--- src/rtl/phase_seq_pkg.sv ---
package phase_seq_pkg;
    localparam int MAX_PHASES = 6;
    localparam int MIN_PHASES = 2;
    localparam int PH_W       = $clog2(MAX_PHASES + 1);
endpackage

--- src/rtl/ph_cfg_check.sv ---
module ph_cfg_check
    import phase_seq_pkg::*;
#(
    parameter int W    = PH_W,
    parameter int LO   = MIN_PHASES,
    parameter int HI   = MAX_PHASES
) (
    input  logic [W-1:0] raw_count,
    output logic [W-1:0] eff_count,
    output logic         bad_count
);
    always_comb begin
        bad_count = (int'(raw_count) < LO) || (int'(raw_count) > HI);
        eff_count = bad_count ? W'(LO) : raw_count;
    end
endmodule

--- src/rtl/ph_order_map.sv ---
module ph_order_map
    import phase_seq_pkg::*;
#(
    parameter int W = PH_W
) (
    input  logic [W-1:0] slot,
    input  logic [W-1:0] count,
    output logic [W-1:0] phase
);
    // Spread-out orders: four phases use 1,4,2,3; five and six use the
    // odd/even split 1,4,2,5,3(,6); two and three rotate plainly.
    always_comb begin
        phase = W'(slot + W'(1));
        case (count)
            W'(4): begin
                case (slot)
                    W'(0):   phase = W'(1);
                    W'(1):   phase = W'(4);
                    W'(2):   phase = W'(2);
                    default: phase = W'(3);
                endcase
            end
            W'(5), W'(6): begin
                if (slot[0]) phase = W'((slot >> 1) + W'(4));
                else         phase = W'((slot >> 1) + W'(1));
            end
            default: phase = W'(slot + W'(1));
        endcase
    end
endmodule

--- src/rtl/phase_fire_seq.sv ---
module phase_fire_seq
    import phase_seq_pkg::*;
#(
    parameter int NPH = MAX_PHASES,
    parameter int CW  = PH_W
) (
    input  logic           clk,
    input  logic           rst_n,
    input  logic           en,
    input  logic [CW-1:0]  ph_count,
    input  logic [NPH-1:0] oc_flag,
    output logic [NPH-1:0] fire,
    output logic [CW-1:0]  cur_phase,
    output logic           config_error
);
    typedef struct packed {
        logic [CW-1:0]  slot;
        logic [CW-1:0]  cnt;
        logic [NPH-1:0] fire;
        logic [CW-1:0]  cur;
    } seq_state_t;

    seq_state_t    st_d, st_q;
    logic [CW-1:0] eff_cnt;
    logic [CW-1:0] slot_use;
    logic [CW-1:0] slot_phase;
    logic [CW-1:0] phase_idx;
    logic          restart;

    ph_cfg_check #(.W(CW), .LO(MIN_PHASES), .HI(NPH)) u_cfg (
        .raw_count (ph_count),
        .eff_count (eff_cnt),
        .bad_count (config_error)
    );

    ph_order_map #(.W(CW)) u_map (
        .slot  (slot_use),
        .count (eff_cnt),
        .phase (slot_phase)
    );

    always_comb begin
        restart   = (eff_cnt != st_q.cnt);
        slot_use  = restart ? '0 : st_q.slot;
        phase_idx = CW'(slot_phase - CW'(1));
        st_d      = st_q;
        st_d.cnt  = eff_cnt;
        st_d.slot = slot_use;
        st_d.fire = '0;
        if (en) begin
            st_d.cur  = slot_phase;
            st_d.slot = (slot_use == CW'(eff_cnt - CW'(1))) ? '0 : CW'(slot_use + CW'(1));
            if (!oc_flag[phase_idx]) st_d.fire[phase_idx] = 1'b1;
        end
    end

    always_ff @(posedge clk or negedge rst_n) begin
        if (!rst_n) begin
            st_q.slot <= '0;
            st_q.cnt  <= CW'(MIN_PHASES);
            st_q.fire <= '0;
            st_q.cur  <= '0;
        end else begin
            st_q <= st_d;
        end
    end

    assign fire      = st_q.fire;
    assign cur_phase = st_q.cur;


    fire_onehot_chk: assert property (@(posedge clk) disable iff (!rst_n)
        $onehot0(fire));


    idle_quiet_chk: assert property (@(posedge clk) disable iff (!rst_n)
        !en |=> (fire == '0));


    fire_match_chk: assert property (@(posedge clk) disable iff (!rst_n)
        (fire != '0) |-> fire[CW'(cur_phase - CW'(1))]);


    oc_skip_chk: assert property (@(posedge clk) disable iff (!rst_n)
        (en && (&oc_flag)) |=> (fire == '0));


    restart_chk: assert property (@(posedge clk) disable iff (!rst_n)
        (en && restart) |=> (cur_phase == CW'(1)));
endmodule

--- config.mk ---
export PLATFORM = sky130hd
export DESIGN_NAME = phase_fire_seq
export DESIGN_NICKNAME = d
export VERILOG_FILES = /design/src/rtl/phase_seq_pkg.sv /design/src/rtl/ph_cfg_check.sv /design/src/rtl/ph_order_map.sv /design/src/rtl/phase_fire_seq.sv
export SDC_FILE = /design/constraint.sdc
export NUM_CORES = 1
export LEC_CHECK = 0
export ABC_CLOCK_PERIOD_IN_PS = 3800
export BUFFER_PORTS_ARGS = -buffer_cell sky130_fd_sc_hd__buf_2
export CORE_UTILIZATION = 35
export DETAILED_ROUTE_END_ITERATION = 6
export SLEW_MARGIN = 0
export SYNTH_ARGS = -nofsm -noshare
export SYNTH_HDL_FRONTEND = slang
export SYNTH_SLANG_ARGS = --single-unit
--- constraint.sdc ---
create_clock -name clk -period 3.8 [get_ports clk]
set_clock_uncertainty 0.2 [all_clocks]
set_input_delay 0.57 -clock clk [delete_from_list [all_inputs] [get_ports clk]]
set_output_delay 0.57 -clock clk [all_outputs]
set_load 0.02 [all_outputs]
* Word-level counts from Yosys, hierarchy flattened
Index checks and enable logic that the tools add are counted.
W data, S select, Z words.
** Operators by class
- Shift-type cells :: 0
- Eq/ne operators :: 7
- Order comparisons :: 4
- Mux-type cells :: 13
- $add $sub $neg :: 5
- Divide/modulo/power cells :: 0
- Reductions and logical operators :: 4
- Multiply operators :: 0
- Bitwise operators :: 0
** Operators by type and width (count)
- $mux W3 :: 5
- $eq A3 B3 Y1 const B :: 3
- $mux W9 :: 1
- $pmux W3 S3 :: 1
- $mux W6 :: 1
- $pmux W3 S2 :: 1
- $sub A3 B1 Y3 const B :: 2
- $lt A3 B4 Y1 const B :: 1
- $add A2 B1 Y3 const B :: 1
- $add A2 B3 Y3 const B :: 1
- $add A3 B1 Y3 const B :: 1
- $bmux W1 S3 :: 1
- $demux W1 S3 :: 1
- $eq A3 B1 Y1 const B :: 1
- $eq A3 B2 Y1 const B :: 1
- $eq A3 B3 Y1 :: 1
- $ge A3 B1 Y1 const B :: 1
- $gt A3 B3 Y1 const B :: 1
- $logic_not A3 Y1 :: 1
- $lt A3 B2 Y1 const B :: 1
- $ne A3 B3 Y1 :: 1
- $mux W1 :: 2
- $reduce_or A2 Y1 :: 1
- $logic_and A1 B1 Y1 :: 1
- $logic_or A1 B1 Y1 :: 1
** Word-level totals
- Register bits after elaboration :: 15
- Input bits :: 12
- Memory bits (writable) :: 0
- Output and inout bits :: 10
- Word-level logic and storage cells :: 37
- ROM bits :: 0
- Memories kept :: 0
- Latch bits :: 0

* Depth between registers and ports, before layout
Gate-level depths: netlist of the first run.
- Depth after elaboration :: 15
- Mapped depth :: 16
- Depth with buffers taken out :: 15

* By module
A second synthesis of the first run with hierarchy kept.
** Second synthesis, totals
- Cells, all modules :: 107
- Area total of the unflattened synthesis :: 1071.0 um2
** By module, submodules not included
- phase_fire_seq :: sequential area each 376.6 um2, cells an instance 73, instances 1, area an instance 804.5 um2
- ph_order_map :: sequential area each 0.0 um2, cells an instance 28, instances 1, area an instance 222.7 um2
- ph_cfg_check :: sequential area each 0.0 um2, cells an instance 6, instances 1, area an instance 43.8 um2

* Worst setup path after synthesis of the first run
No wires, ideal clock.
- Path type :: input port to flip-flop
- Start :: input port ph_count[1]
- End :: register fire[0] (netlist name)
- Buffers on the path :: 1
- Data required time :: 3.478 ns
- Setup slack :: -0.162 ns
- Arrival time :: 3.641 ns
- Library setup time :: 0.122 ns
- Stages :: 14
- Cells stage by stage :: buf_6 and4bb_4 o21ba_1 or2_2 o21ai_0 inv_1 ha_1 inv_1 a211oi_1 o21ai_0 and3_1 ha_1 or4_4 a2111oi_1
** RTL lines
- start: declaration :: RTL line phase_fire_seq.sv:10 : input logic [CW-1:0] ph_count,

==> metrics.md, run 1 <==
| Metric | Value |
|---|---|
| Leading cell types by count after synthesis | nor2_1, dfrtp_1, nand2_1 |
| Post-synthesis area per instance | 8.71 µm² |
| Worst Path Required | 3.75 ns |
| Area of the multi-input gates | between 900 and 1000 µm² |
| Pwr/cell area | 271 nW/µm² |
| VDD IR max | around 0.00010 V |
| Global-route wire length before repair | ~5.7 mm |
| Grt ovf | 0 |
| Synth Flop Type | dfrtp_1 |
| CP max FO | 6 |
| Mapped Nets | ~180 |
| Total Routed Length | between 3 and 4 mm |
| Worst setup SP type | flop |
| Setup crit start | st_q[10]$_DFF_PN1_ |
| Synth warnings | 0 |
| Post-Route Setup TNS | 0 ns |
| Synth cell types | between 40 and 50 |
| Storage cell area | 377 µm² |
| Effective utilization at floorplan | a little over a third |
| Die X | between 60 and 70 µm |
| Final setup viols | 0 |
| Final core utilization | 48.1% |
| Clock slew at reported path FFs | 0.07 ns |
| EDFF count, synth | 0 |
| Worst Tran Pin Value | between 0.8 and 0.9 ns |
| Core area | about 3700 µm² |
| Setup crit end | fire[3]$_DFF_PN0_ |
| IO Count | 22 |
| Die Height | 63.7 µm |
| Max Cap Viol | 0 |
| Antenna violations before repair | 0 |
| TritonCTS clock tree | done |
| Clock Sinks | 15 |
| Final hold violations | 0 |
| Pin count of the biggest net entering global routing | 17 |
| Crit Reg-Reg Endpoint | fire[3]$_DFF_PN0_ |
| Clk buf depth | 2 |
| WL/cell | 14.4 µm |
| Register bit total from synthesis | 15 |
| Clock Latency Late Sink | around 0.25 ns |
| Worst min-delay path class | input pin to async pin |
| Final ANT Viol Nets | 0 |
| R2R cell count | 13 |
| Reg-to-reg startpoint | st_q[10]$_DFF_PN1_ |
| Critical path type | flop to flop |
| Fill cells | 340 |
| Status | completed |
| # diodes | 0 |
| Worst Slack Setup Final | 0.115 ns |
| Crit. End Element | flop |
| Ys async rst share | 100% |
| Most common cell in the netlist | nor2_1 |
| Pre-antenna DRT Iters | 4 |
| Vias in the first global route | 1248 |
| Via density per instance | ~5.5 |
| # hold bufs at CTS | 0 |
| Pins Over Slew Limit | 0 |
| Nets | around 210 |
| Total CTS buffers | 3 |
| P_leak | 0.820 nW |
| Register area share after synthesis | 28.3% |
| Worst hold slack | 0.00855 ns |
| Die area | 4060 µm² |
| Place WS | -0.113 ns |
| Gr usage total | a little under a fifth |
| Ratio of final minimum period to clock period | around 97% |
| Initial DRC count | 76 |
| Gpl congestion | 0.925 |
| HPWL Detailed | approximately 2.7 mm |
| Yosys top cell by area | dfrtp_1 |
| Via Count | between 1000 and 1500 |
| Layout cells sized above 1 | 39.5% |
| H-tree depth | 1 |
| Final min period | between 3 and 4 ns |
| Reg-to-reg slack, setup | about 0.11 ns |
| Yosys top cell area share | a little over a quarter |
| Crit path DAT | about 3.6 ns |
| Main area contributors after synthesis | dfrtp_1, ha_1, buf_4 |
| IO buf count | 21 |
| Post-Syn Instances | roughly 150 |
| Cell Area, Synth | 1330 µm² |
| Area grow syn2layout | 32.0% |
| FP Rows | 22 |
| DRC | 0 |
| F_max | approximately 0.27 GHz |
| Root buffer cell | clkbuf_8 |
| Slew margin rel. | about two fifths |
## cell type report
class | count | share of cell area [%]
Multi-Input combinational cell | 115 | 53.5
Sequential cell | 15 | 21.4
Tap cell | 48 | 3.41
Timing Repair Buffer | 46 | 16.6
Clock inverter | 1 | 0.284
Inverter | 10 | 2.42
Clock buffer | 3 | 2.35
## metrics by stage
| stage | area (µm²) | std cells | total power [mW] |
|---|---|---|---|
| 3_3_place_gp | 1600 | 231 | 0.321 |
| 6_report | 1760 | 238 | 0.477 |
| 3_5_place_dp | 1600 | 231 | 0.324 |
| 2_1_floorplan | 1360 | 153 | 0.280 |
| 4_1_cts | 1650 | 235 | 0.456 |
| 5_1_grt | 1760 | 238 | 0.504 |
## layer usage
metal	part of all wire (%)	wire length (µm)	global-route usage [%]
met2	49	1670	30.2
met1	44	1490	23.1
met5	0	0	0
met4	1.7	59	8.52
met3	5.8	199	1.45
## report_power, final
| group | switching, mW | leakage [nW] | internal (mW) |
|---|---|---|---|
| combinational | 0.0915 | 0.601 | 0.0708 |
| sequential | 0.0112 | 0.193 | 0.170 |
| clock | 0.0607 | 0.0255 | 0.0727 |
| total | 0.163 | 0.820 | 0.314 |
## logic make-up (layout without fill, tap and decap cells)
group | Yosys count | after routing | share of synthesized area (%)
flops | 15 | 15 | 28.3
compound gates | 43 | 43 | 25.4
fa+ha+maj | 10 | 10 | 9.39
xor+xnor | 4 | 4 | 2.63
simple gates | 58 | 58 | 24.0
buf+inv | 23 | 60 | 10.3
## cells in the final DEF (no fill, tap or decap), types with 2 or more instances in the layout
| cell type | n |
|---|---|
| o21ai_0 | 6 |
| buf_2 | 21 |
| nand3_1 | 7 |
| nor3_1 | 4 |
| a21oi_1 | 3 |
| nor2_1 | 16 |
| inv_2 | 2 |
| inv_1 | 7 |
| and4bb_1 | 2 |
| clkbuf_8 | 3 |
| nand2b_1 | 3 |
| o31ai_2 | 2 |
| o211a_1 | 2 |
| a2111oi_4 | 4 |
| ha_2 | 2 |
| dfrtp_1 | 14 |
| o22ai_1 | 3 |
| xnor2_1 | 4 |
| and3_1 | 3 |
| a22oi_1 | 2 |
| nand2_1 | 12 |
| ha_1 | 8 |
| a211o_1 | 2 |
| o21ai_4 | 2 |
| and4_1 | 2 |
| buf_4 | 25 |
## sequential cells by signal, summed over array words and instances, names as in the netlist
register	count
st_q	6
fire	6
cur_phase	3
## timing repair
item | 4_1_cts | 5_1_grt
endpoints found under the setup margin | 0 | 6
resized for setup | 0 | 16
hold endpoints to repair | 0 | 0
setup buffers | 0 | 3
## critical path, stage by stage, from the launching register on
cell	delay, ns
dfstp_2	0.58
and4bb_1	0.22
o21ba_1	0.19
or2_4	0.26
o21ai_4	0.14
inv_2	0.07
ha_1	0.28
inv_1	0.05
a211oi_2	0.16
o21ai_1	0.13
and3_1	0.16
ha_2	0.19
or4_4	0.62
a2111oi_4	0.33
## how the worst min path moves through the flow
stage | cells past startpoint | from | to | slack (ns)
2_1_floorplan | 0 | rst_n | cur_phase[0]$_DFFE_PN0P_ | 0.07
3_3_place_gp | 1 | rst_n | fire[5]$_DFF_PN0_ | 0.29
3_5_place_dp | 1 | rst_n | fire[5]$_DFF_PN0_ | 0.29
4_1_cts | 1 | rst_n | fire[0]$_DFF_PN0_ | 0.02
5_1_grt | 1 | rst_n | fire[5]$_DFF_PN0_ | 0.03
6_report | 1 | rst_n | fire[0]$_DFF_PN0_ | 0.009
No activity file was read; power rests on OpenSTA's default activity.
==> run 2, diff against run 1 <==
--- a/config.mk
+++ b/config.mk
@@ -9,4 +9,5 @@
 export BUFFER_PORTS_ARGS = -buffer_cell sky130_fd_sc_hd__buf_2
-export CORE_UTILIZATION = 35
+export CORE_UTILIZATION = 45
 export DETAILED_ROUTE_END_ITERATION = 6
+export PLACE_DENSITY = 0.69
 export SLEW_MARGIN = 0
==> constraint.sdc (replaced) <==
create_clock -name clk -period 3.8 [get_ports clk]
set_clock_uncertainty 0.2 [all_clocks]
set_input_delay 1.14 -clock clk [delete_from_list [all_inputs] [get_ports clk]]
set_output_delay 1.14 -clock clk [all_outputs]
set_load 0.02 [all_outputs]
==> metrics.md, run 2 (synthesis gave the netlist of run 1 again) <==
| Metric | Value |
|---|---|
| Pins Over Slew Limit | 0 |
| FP Rows | 19 |
| F_max | about 0.25 GHz |
| Ratio of final minimum period to clock period | 106% |
| Largest stage delay, worst path | just under 0.5 ns |
| Global-route wire length before repair | about 6.5 mm |
| WL/cell | around 16 µm |
| Clock Latency Late Sink | ~0.28 ns |
| Fill cells | between 200 and 250 |
| Area of the multi-input gates | approximately 980 µm² |
| Root buffer cell | clkbuf_4 |
| Clk buf depth | 2 |
| Placed cell count | ~230 |
| Vias in the first global route | ~1400 |
| Most frequent cells in the layout | buf_4, buf_2, nor2_1, dfrtp_1, nand2_1 |
| Worst Path Required | roughly 3.8 ns |
| IO Count | 22 |
| Core area | 2780 µm² |
| Via density per instance | 5.85 |
| Final setup viols | 6 |
| TritonCTS clock tree | done |
| Clock Sinks | 15 |
| VDD IR max | 0.000320 V |
| Total Routed Length | roughly 3.9 mm |
| Slowest-stage cell, CP | or4_4 |
| Crit path DAT | roughly 4 ns |
| Pre-antenna DRT Iters | 4 |
| Final ANT Viol Nets | 0 |
| IO buf count | 21 |
| # diodes | 0 |
| Worst Tran Pin Value | ~0.5 ns |
| Die Height | about 56 µm |
| P_leak | ~0.9 nW |
| RSZ-0062 raised after global routing | yes |
| Pwr/cell area | roughly 240 nW/µm² |
| Pwr Total | roughly 0.45 mW |
| Via Count | 1381 |
| Effective utilization at floorplan | about 48% |
| Layout cells sized above 1 | a little under half |
| Total CTS buffers | 3 |
| Post-Route Setup TNS | -0.970 ns |
| Antenna violations before repair | 0 |
| Pin count of the biggest net entering global routing | 17 |
| CP cell instances | buf_8 -> and4bb_4 -> o21ba_4 -> or2_4 -> o21ai_4 -> inv_2 -> ha_2 -> nor2_1 -> nor2_1 -> a31oi_1 -> a211o_1 -> inv_2 -> ha_4 -> or4_4 -> a2111oi_4 |
| Slew margin rel. | about 66% |
| Die area | 3180 µm² |
| Fin area | 1890 µm² |
| Grt ovf | 0 |
| Initial DRC count | 51 |
| Nets | around 230 |
| Clock slew at reported path FFs | ~0.080 ns |
| DRC | 0 |
| HPWL Detailed | 2.99 mm |
| Worst min-delay path class | flop to flop |
| Area grow syn2layout | 41.7% |
| Max Cap Viol | 0 |
| Top Family by Delay on Critical Path | compound AO/OA/AOI/OAI gates |
| Gpl congestion | between 0.9 and 1 |
| Most common cell after layout, fill and taps aside | buf_4 |
| Buf/Inv on CP | 3 |
| Crit. End Element | flop |
| Placed Area | 1730 µm² |
| Critical path type | input pin to flop |
| Final hold violations | 0 |
| Status | finished with violations |
| Worst Slack Setup Final | -0.238 ns |
| Non-Filler Instances | ~240 |
| CP max FO | 6 |
| Storage cell area | 377 µm² |
| Final min period | just over 4 ns |
| Die X | 56.4 µm |
| Violated checks | negative setup slack |
| Final core utilization | 67.9% |
| Gr usage total | 26.6% |
| Worst setup SP type | input pin |
| H-tree depth | 1 |
[run 2: where the power goes]
group          switching [mW]  leakage, nW  internal [mW]  total [mW]
Sequential             0.0109        0.193          0.170       0.181
Combinational          0.0968        0.670         0.0805       0.177
Clock                  0.0467       0.0150         0.0408      0.0875
[run 2: final timing paths]
check / from / endpoint / slack [ns] / depth (start not counted)
setup / recovery: ph_count[1] / fire[0]$_DFF_PN0_ / -0.24 / 15
hold / removal: cur_phase[0]$_DFFE_PN0P_ / cur_phase[0]$_DFFE_PN0P_ / 0.35 / 2
setup reg to reg: st_q[10]$_DFF_PN1_ / fire[0]$_DFF_PN0_ / 0.12 / 14
hold reg to reg: cur_phase[0]$_DFFE_PN0P_ / cur_phase[0]$_DFFE_PN0P_ / 0.35 / 2
max in group asynchronous: rst_n / st_q[10]$_DFF_PN1_ / 2.55 / 1
min in group asynchronous: rst_n / st_q[14]$_DFF_PN0_ / 0.55 / 1
[run 2: final cells by class]
| type | instances | share of cell area (%) |
|---|---|---|
| clock buffers | 4 | 1.39 |
| inverters | 10 | 2.25 |
| multi-input cells | 115 | 52.0 |
| flip-flops and latches | 15 | 19.9 |
| well taps | 31 | 2.05 |
| repair buffers | 61 | 22.3 |
[run 2: metal layers]
layer | up-vias | part of all wire [%] | GRT usage (%)
met5 | - | 0 | 0
met4 | 0 | 2.5 | 8.01
met3 | 11 | 5.6 | 5.53
met2 | 47 | 52 | 47.3
met1 | 659 | 40 | 32.1
li1 | 664 | - | -
[run 2: metrics by stage]
stage | setup WS (ns) | hold WS, ns
global route | -0.316 | 0.362
global placement | -0.458 | 0.308
CTS | -0.190 | 0.355
detailed placement | -0.625 | 0.327
floorplan | -0.325 | 0.290
finish | -0.238 | 0.351
[run 2: repair_timing]
action	4_1_cts	5_1_grt
resized for setup	16	3
setup buffers	3	1
hold buffers	0	0
cloned	0	0
setup endpoints to repair	6	6
pin swaps	4	2
[run 2: worst reg2reg max path, delay by kind of cell (launching register included)]
kind | cells | cell delay (ns)
AOI/OAI and AO/OA | 5 | 1.16
adders and majority gates | 2 | 0.34
buffers and inverters | 2 | 0.16
DFF | 1 | 0.58
and+or+nand+nor | 5 | 1.14
